--- config.mk ---
export PLATFORM = sky130hd
export DESIGN_NAME = dual_cpu_mailbox
export DESIGN_NICKNAME = d
export VERILOG_FILES = /design/src/rtl/mbx_pkg.sv /design/src/rtl/mbx_byte_chan.sv /design/src/rtl/mbx_fifo_chan.sv /design/src/rtl/dual_cpu_mailbox.sv
export SDC_FILE = /design/constraint.sdc
export NUM_CORES = 1
export LEC_CHECK = 0
export ABC_CLOCK_PERIOD_IN_PS = 7800
export BUFFER_PORTS_ARGS = -buffer_cell sky130_fd_sc_hd__buf_4
export CAP_MARGIN = 20
export CORE_UTILIZATION = 65
export DETAILED_ROUTE_END_ITERATION = 10
export GPL_ROUTABILITY_DRIVEN = 0
export PLACE_DENSITY = 0.86
export SLEW_MARGIN = 20
export SYNTH_ARGS = -nofsm -noshare
export SYNTH_HDL_FRONTEND = slang
export SYNTH_SLANG_ARGS = --single-unit
--- constraint.sdc ---
create_clock -name clk -period 7.8 [get_ports clk]
set_input_delay 1.56 -clock clk [delete_from_list [all_inputs] [get_ports clk]]
set_output_delay 1.56 -clock clk [all_outputs]
set_load 0.005 [all_outputs]
--- src/rtl/mbx_pkg.sv ---
package mbx_pkg;
  localparam int DATA_W = 8;
  localparam int ADDR_W = 3;
  localparam int NUM_CH = 4;
  localparam int CH_W   = $clog2(NUM_CH);
  localparam int CTL_W  = 6;

  // control bit roles
  localparam int CTL_HOST_EN  = 0;
  localparam int CTL_PAR1_EN  = 1;
  localparam int CTL_PAR4_EN  = 2;
  localparam int CTL_SET_BIT  = 7;

  typedef logic [DATA_W-1:0] byte_t;
  typedef logic [CTL_W-1:0]  ctl_t;

  // flag byte: pending in bit 7, room in bit 6, low field below
  function automatic byte_t flag_byte(input logic pend, input logic room, input ctl_t low);
    return {pend, room, low};
  endfunction
endpackage

--- src/rtl/mbx_byte_chan.sv ---
module mbx_byte_chan
  import mbx_pkg::*;
#(
  parameter bit RST_PEND = 1'b0
) (
  input  logic  clk,
  input  logic  rst,
  input  logic  wr,
  input  byte_t wdata,
  input  logic  rd,
  output byte_t rdata,
  output logic  pend,
  output logic  room
);
  byte_t data_q;

  // a same-cycle write is seen by the read
  assign rdata = wr ? wdata : data_q;

  always_ff @(posedge clk) begin
    if (rst) begin
      data_q <= '0;
      pend   <= RST_PEND;
      room   <= 1'b1;
    end else begin
      if (wr) data_q <= wdata;
      if (rd && (pend || wr)) begin
        pend <= 1'b0;
        room <= 1'b1;
      end else if (wr) begin
        pend <= 1'b1;
        room <= 1'b0;
      end
    end
  end
endmodule

--- src/rtl/mbx_fifo_chan.sv ---
module mbx_fifo_chan
  import mbx_pkg::*;
#(
  parameter  int DEPTH = 24,
  localparam int PTR_W = $clog2(DEPTH),
  localparam int CNT_W = $clog2(DEPTH + 1)
) (
  input  logic             clk,
  input  logic             rst,
  input  logic             push,
  input  byte_t            wdata,
  input  logic             pop,
  output byte_t            rdata,
  output logic             pend,
  output logic             room,
  output logic [CNT_W-1:0] count
);
  localparam logic [PTR_W-1:0] LAST_PTR = PTR_W'(DEPTH - 1);
  localparam logic [CNT_W-1:0] FULL_CNT = CNT_W'(DEPTH);

  byte_t            mem [DEPTH];
  logic [PTR_W-1:0] wr_ptr, rd_ptr;
  logic [CNT_W-1:0] cnt;
  logic             empty, full, push_ok, pop_ok, bypass, store;

  function automatic logic [PTR_W-1:0] adv(input logic [PTR_W-1:0] p);
    return (p == LAST_PTR) ? '0 : p + 1'b1;
  endfunction

  assign empty   = (cnt == '0);
  assign full    = (cnt == FULL_CNT);
  assign push_ok = push && !full;
  assign pop_ok  = pop && !empty;
  assign bypass  = push_ok && empty && pop;
  assign store   = push_ok && !bypass;
  assign rdata   = empty ? (push_ok ? wdata : '0) : mem[rd_ptr];
  assign pend    = !empty;
  assign room    = !full;
  assign count   = cnt;

  always_ff @(posedge clk) begin
    if (store) mem[wr_ptr] <= wdata;
  end

  always_ff @(posedge clk) begin
    if (rst) begin
      wr_ptr <= '0;
      rd_ptr <= '0;
      cnt    <= '0;
    end else begin
      if (store)  wr_ptr <= adv(wr_ptr);
      if (pop_ok) rd_ptr <= adv(rd_ptr);
      case ({store, pop_ok})
        2'b10:   cnt <= cnt + 1'b1;
        2'b01:   cnt <= cnt - 1'b1;
        default: cnt <= cnt;
      endcase
    end
  end
endmodule

--- src/rtl/dual_cpu_mailbox.sv ---
module dual_cpu_mailbox
  import mbx_pkg::*;
#(
  parameter  int FIFO_DEPTH = 24,
  parameter  int PRELOAD_CH = 2,
  localparam int CNT_W      = $clog2(FIFO_DEPTH + 1)
) (
  input  logic              clk,
  input  logic              rst,
  input  logic              h_stb,
  input  logic              h_we,
  input  logic [ADDR_W-1:0] h_addr,
  input  logic [DATA_W-1:0] h_wdata,
  output logic [DATA_W-1:0] h_rdata,
  input  logic              p_stb,
  input  logic              p_we,
  input  logic [ADDR_W-1:0] p_addr,
  input  logic [DATA_W-1:0] p_wdata,
  output logic [DATA_W-1:0] p_rdata,
  output logic              h_irq,
  output logic              p_irq
);
  logic            h_rd, h_wr, p_rd, p_wr;
  logic [CH_W-1:0] h_ch, p_ch;
  logic [NUM_CH-1:0] h2p_wr, h2p_rd, p2h_wr, p2h_rd;
  logic [NUM_CH-1:0] h2p_pend, h2p_room, p2h_pend, p2h_room;
  byte_t           h2p_q [NUM_CH];
  byte_t           p2h_q [NUM_CH];
  ctl_t            ctl_q;
  logic [CNT_W-1:0] fifo_cnt;
  byte_t           h_next, p_next;

  assign h_rd = h_stb && !h_we;
  assign h_wr = h_stb && h_we;
  assign p_rd = p_stb && !p_we;
  assign p_wr = p_stb && p_we;
  assign h_ch = h_addr[ADDR_W-1:1];
  assign p_ch = p_addr[ADDR_W-1:1];

  always_comb begin
    for (int i = 0; i < NUM_CH; i++) begin
      h2p_wr[i] = h_wr && h_addr[0] && (h_ch == CH_W'(i));
      h2p_rd[i] = p_rd && p_addr[0] && (p_ch == CH_W'(i));
      p2h_wr[i] = p_wr && p_addr[0] && (p_ch == CH_W'(i));
      p2h_rd[i] = h_rd && h_addr[0] && (h_ch == CH_W'(i));
    end
  end

  for (genvar i = 0; i < NUM_CH; i++) begin : g_ch
    mbx_byte_chan #(.RST_PEND(1'b0)) u_h2p (
      .clk(clk), .rst(rst), .wr(h2p_wr[i]), .wdata(h_wdata), .rd(h2p_rd[i]),
      .rdata(h2p_q[i]), .pend(h2p_pend[i]), .room(h2p_room[i])
    );
    if (i == 0) begin : g_fifo
      mbx_fifo_chan #(.DEPTH(FIFO_DEPTH)) u_p2h (
        .clk(clk), .rst(rst), .push(p2h_wr[i]), .wdata(p_wdata), .pop(p2h_rd[i]),
        .rdata(p2h_q[i]), .pend(p2h_pend[i]), .room(p2h_room[i]), .count(fifo_cnt)
      );
    end else begin : g_byte
      mbx_byte_chan #(.RST_PEND(i == PRELOAD_CH)) u_p2h (
        .clk(clk), .rst(rst), .wr(p2h_wr[i]), .wdata(p_wdata), .rd(p2h_rd[i]),
        .rdata(p2h_q[i]), .pend(p2h_pend[i]), .room(p2h_room[i])
      );
    end
  end

  // read muxes: data offsets use forwarded channel data, flag offsets the current state
  always_comb begin
    if (h_addr[0]) h_next = p2h_q[h_ch];
    else h_next = flag_byte(p2h_pend[h_ch], h2p_room[h_ch], (h_ch == '0) ? ctl_q : '0);
    if (p_addr[0]) p_next = h2p_q[p_ch];
    else p_next = flag_byte(h2p_pend[p_ch], p2h_room[p_ch], (p_ch == '0) ? ctl_q : '0);
  end

  always_ff @(posedge clk) begin
    if (rst) begin
      h_rdata <= '0;
      p_rdata <= '0;
      ctl_q   <= '0;
      h_irq   <= 1'b0;
      p_irq   <= 1'b0;
    end else begin
      if (h_rd) h_rdata <= h_next;
      if (p_rd) p_rdata <= p_next;
      if (h_wr && (h_addr == '0)) begin
        if (h_wdata[CTL_SET_BIT]) ctl_q <= ctl_q | h_wdata[CTL_W-1:0];
        else                      ctl_q <= ctl_q & ~h_wdata[CTL_W-1:0];
      end
      h_irq <= ctl_q[CTL_HOST_EN] && p2h_pend[NUM_CH-1];
      p_irq <= (ctl_q[CTL_PAR1_EN] && h2p_pend[0]) ||
               (ctl_q[CTL_PAR4_EN] && h2p_pend[NUM_CH-1]);
    end
  end
endmodule

==> results.toml <==
[sta]
fmax_mhz = 243
slew_violations = 0
finalCritPeriodShare = 0.527
finalClockSkew_ns = 0.0216
slew_headroom = 0.257
hold_viol = 0
rsz0062_at_grt = "no"
setup_violations = 0
period_minus_slack_ns = 4.11
worst_pin_slew_ns = 1.10
finalSetupTns_ns = 0

[power]
p_leak_nw = 4.73
power_density_nw_per_um2 = 239
finalPower_mw = 3.40
vdd.ir_drop.worst_uv = 211

[global_routing]
grt_pass1_vias = 8318
track_usage = 0.315
antenna_found_initial = 0
overflow = 0
grt_max_degree = 108
grt_pass1_wl_microns = 47600

[route]
dr.pass1.iters = 7
routed_wl_microns = 30800
viasPerCell = 6.75
initialDrtViolationCount = 966
route.vias.total = 8639
detail-route-antenna-nets = 0
drcViolationCount = 0
routedWlPerCell_microns = 24.1

[clock_network]
h-tree-depth = 1
clock_path_buffers = 3
ctsResizeCount = 0
postCtsSetupRepairBufs = 0
clk_latency_ns = 0.56
cts_made_buffers = 30
cts_tree = "built"
root_buffer = "clkbuf_16"
cts.sinks = 306
clk_pin_slew_ns = 0.06
holdBufCountCts = 0

[logic_synthesis]
synthDistinctLibCells = 63
yosys_warnings = 0
syn_nets = 1009
synth_area_per_cell_sq_um = 13.1
syn_inst = 973
synth_edf_count = 192
synth_area_sq_um = 12700
ys.flop_type = "edfxtp_1"
seq_area_frac_synth = 0.631
ys_async_sr_fraction = 0
synth-seq-cells = 306

[run]
maxCapViolations = 0

[cells_and_area]
stdcell_count = 1280
drive_gt1_frac = 0.166
area_delta_synth_final_pct = 11.9
final_nets = 1032
antenna_cells = 0

[floorplanning]
pin_count = 46
dieHeight_microns = 142
fp-row-count = 50
initial_core_util = 0.672
die_x_microns = 142
fp.coreArea_sq_um = 19000
die-area_sq_um = 20200

[critical_path]
start_kind = "input port"
cp_max_fo = 23
crit_arrival_ns = 4.58
critPathTopFamily = "compound AO/OA/AOI/OAI gates"
worst-path-buf-inv = 2
slowest_stage = "a311oi_4"
ff2ff_path_depth = 11
crit_type = "in2reg"
cpPeakStageDelay_ns = 0.59
crit_required_ns = 8.27
critPathCaptureType = "flip-flop"
cp_cell_sequence = "buf_4 > nand3_1 > a311oi_4 > o31a_4 > inv_2 > ha_1 > xor2_1 > ha_1 > a21oi_1 > xor2_1 > or3_1 > a21oi_1"
cp.depth = 12

[place]
placedCellCount = 1224
place.port_buffers = 45
dp_hpwl_microns = 18900

[hold_path]
whs_path_depth = 2
hold_path.class = "reg2reg"

[outcome]
status = "complete, no violations"
stage by stage:
step | area (sq um) | util | worst slack [ns] | hold slack, ns
floorplan | 12700 | - | 3.66 | 0.419
detailed placement | 13200 | 0.697 | 3.18 | 0.449
global placement | 13200 | 0.697 | 3.29 | 0.442
finish | 14300 | 0.753 | 3.69 | 0.454
global route | 14300 | 0.753 | 3.41 | 0.471
CTS | 14300 | 0.752 | 3.74 | 0.457
cells in the final DEF (no fill, tap or decap), types with 12 or more instances in the layout:
cell type	instances
edfxtp_1	192
dfxtp_1	113
nor2_1	92
a21oi_1	76
nand2_1	72
mux4_2	52
buf_4	48
nand3_1	33
clkbuf_16	31
a22oi_1	27
nor2b_1	24
o21ai_0	23
mux2i_1	18
inv_1	14
mux2_2	14
or3_1	14
a31oi_1	12
cell type report:
class                           count  area (sq um)
Multi-Input combinational cell    595          4420
Clock inverter                     15           234
Timing Repair Buffer               48           360
Tap cell                          260           325
Fill cell                        1156          4690
Clock buffer                       41           823
Sequential cell                   306          8050
Inverter                           15          56.3
report_power, final:
part	internal [mW]	total, mW	switching [mW]
logic	0.0373	0.123	0.0856
registers	1.73	1.73	0.00615
clock network	0.938	1.55	0.612
total	2.70	3.40	0.704
cells in the mapped netlist, drive strengths merged, types with 6 or more instances:
| cell | instances | area [sq um] |
|---|---|---|
| a211oi | 7 | 57.6 |
| clkbuf | 48 | 180 |
| edfxtp | 192 | 5770 |
| or3 | 14 | 87.6 |
| nor2 | 92 | 345 |
| a22oi | 27 | 203 |
| mux2i | 18 | 180 |
| nand2b | 7 | 43.8 |
| xor2 | 6 | 52.6 |
| nor3 | 9 | 50.1 |
| o22ai | 8 | 50.1 |
| buf | 9 | 48.8 |
| dfxtp | 114 | 2280 |
| nand3 | 33 | 165 |
| nor2b | 25 | 156 |
| a311oi | 6 | 70.1 |
| nand4 | 11 | 68.8 |
| ha | 8 | 100 |
| a211o | 7 | 61.3 |
| a221oi | 6 | 52.6 |
| mux4 | 52 | 1170 |
| inv | 15 | 56.3 |
| mux2 | 14 | 158 |
| nand2 | 73 | 277 |
| a21o | 8 | 60.1 |
| a21oi | 76 | 380 |
| a31oi | 12 | 75.1 |
| o31ai | 6 | 45.0 |
| o21ai | 25 | 125 |
flip-flops by register name, summed over array words and instances (netlist names), named ones only:
signal and count:
h_rdata 8, g_ch.u_h2p.pend 4, g_ch.u_h2p.data_q 32, g_ch.g_byte.u_p2h.pend 3, p_irq 1, g_ch.g_fifo.u_p2h.wr_ptr 5, h_irq 1, p_rdata 8
g_ch.g_byte.u_p2h.data_q 24, g_ch.u_h2p.room 4, g_ch.g_fifo.u_p2h.mem 192, g_ch.g_fifo.u_p2h.count 5, g_ch.g_byte.u_p2h.room 3, g_ch.g_fifo.u_p2h.rd_ptr 5
path summary, 6_finish.rpt:
path,startpoint,to,slack [ns]
max,p_addr[0],g_ch[0].g_fifo.u_p2h.count[2]$_SDFFE_PP0P_,3.69
min,g_ch[3].u_h2p.data_q[1]$_SDFF_PP0_,g_ch[3].u_h2p.data_q[1]$_SDFF_PP0_,0.45
max reg2reg,g_ch[0].g_fifo.u_p2h.count[0]$_SDFFE_PP0P_,g_ch[0].g_fifo.u_p2h.count[2]$_SDFFE_PP0P_,4.40
min reg2reg,g_ch[3].u_h2p.data_q[1]$_SDFF_PP0_,g_ch[3].u_h2p.data_q[1]$_SDFF_PP0_,0.45
metal layers:
metal / wire [microns] / global-route usage / vias up
met5: 0 / 0 / -
met4: 1090 / 0.121 / 0
met3: 2960 / 0.0498 / 87
met2: 15000 / 0.528 / 541
met1: 11700 / 0.418 / 4258
li1: - / - / 3753
cell families after synthesis:
family | synth area share
xor+xnor | 0.00687
mux | 0.118
compound gates | 0.103
buf+inv | 0.0224
simple gates | 0.110
flops | 0.631
fa+ha+maj | 0.00785
tightest hold or removal path, cell delays in order (launching register included):
cell     delay, ns
dfxtp_1       0.31
nand2_1       0.05
a21oi_1       0.05
No activity file was read; power rests on OpenSTA's default activity.
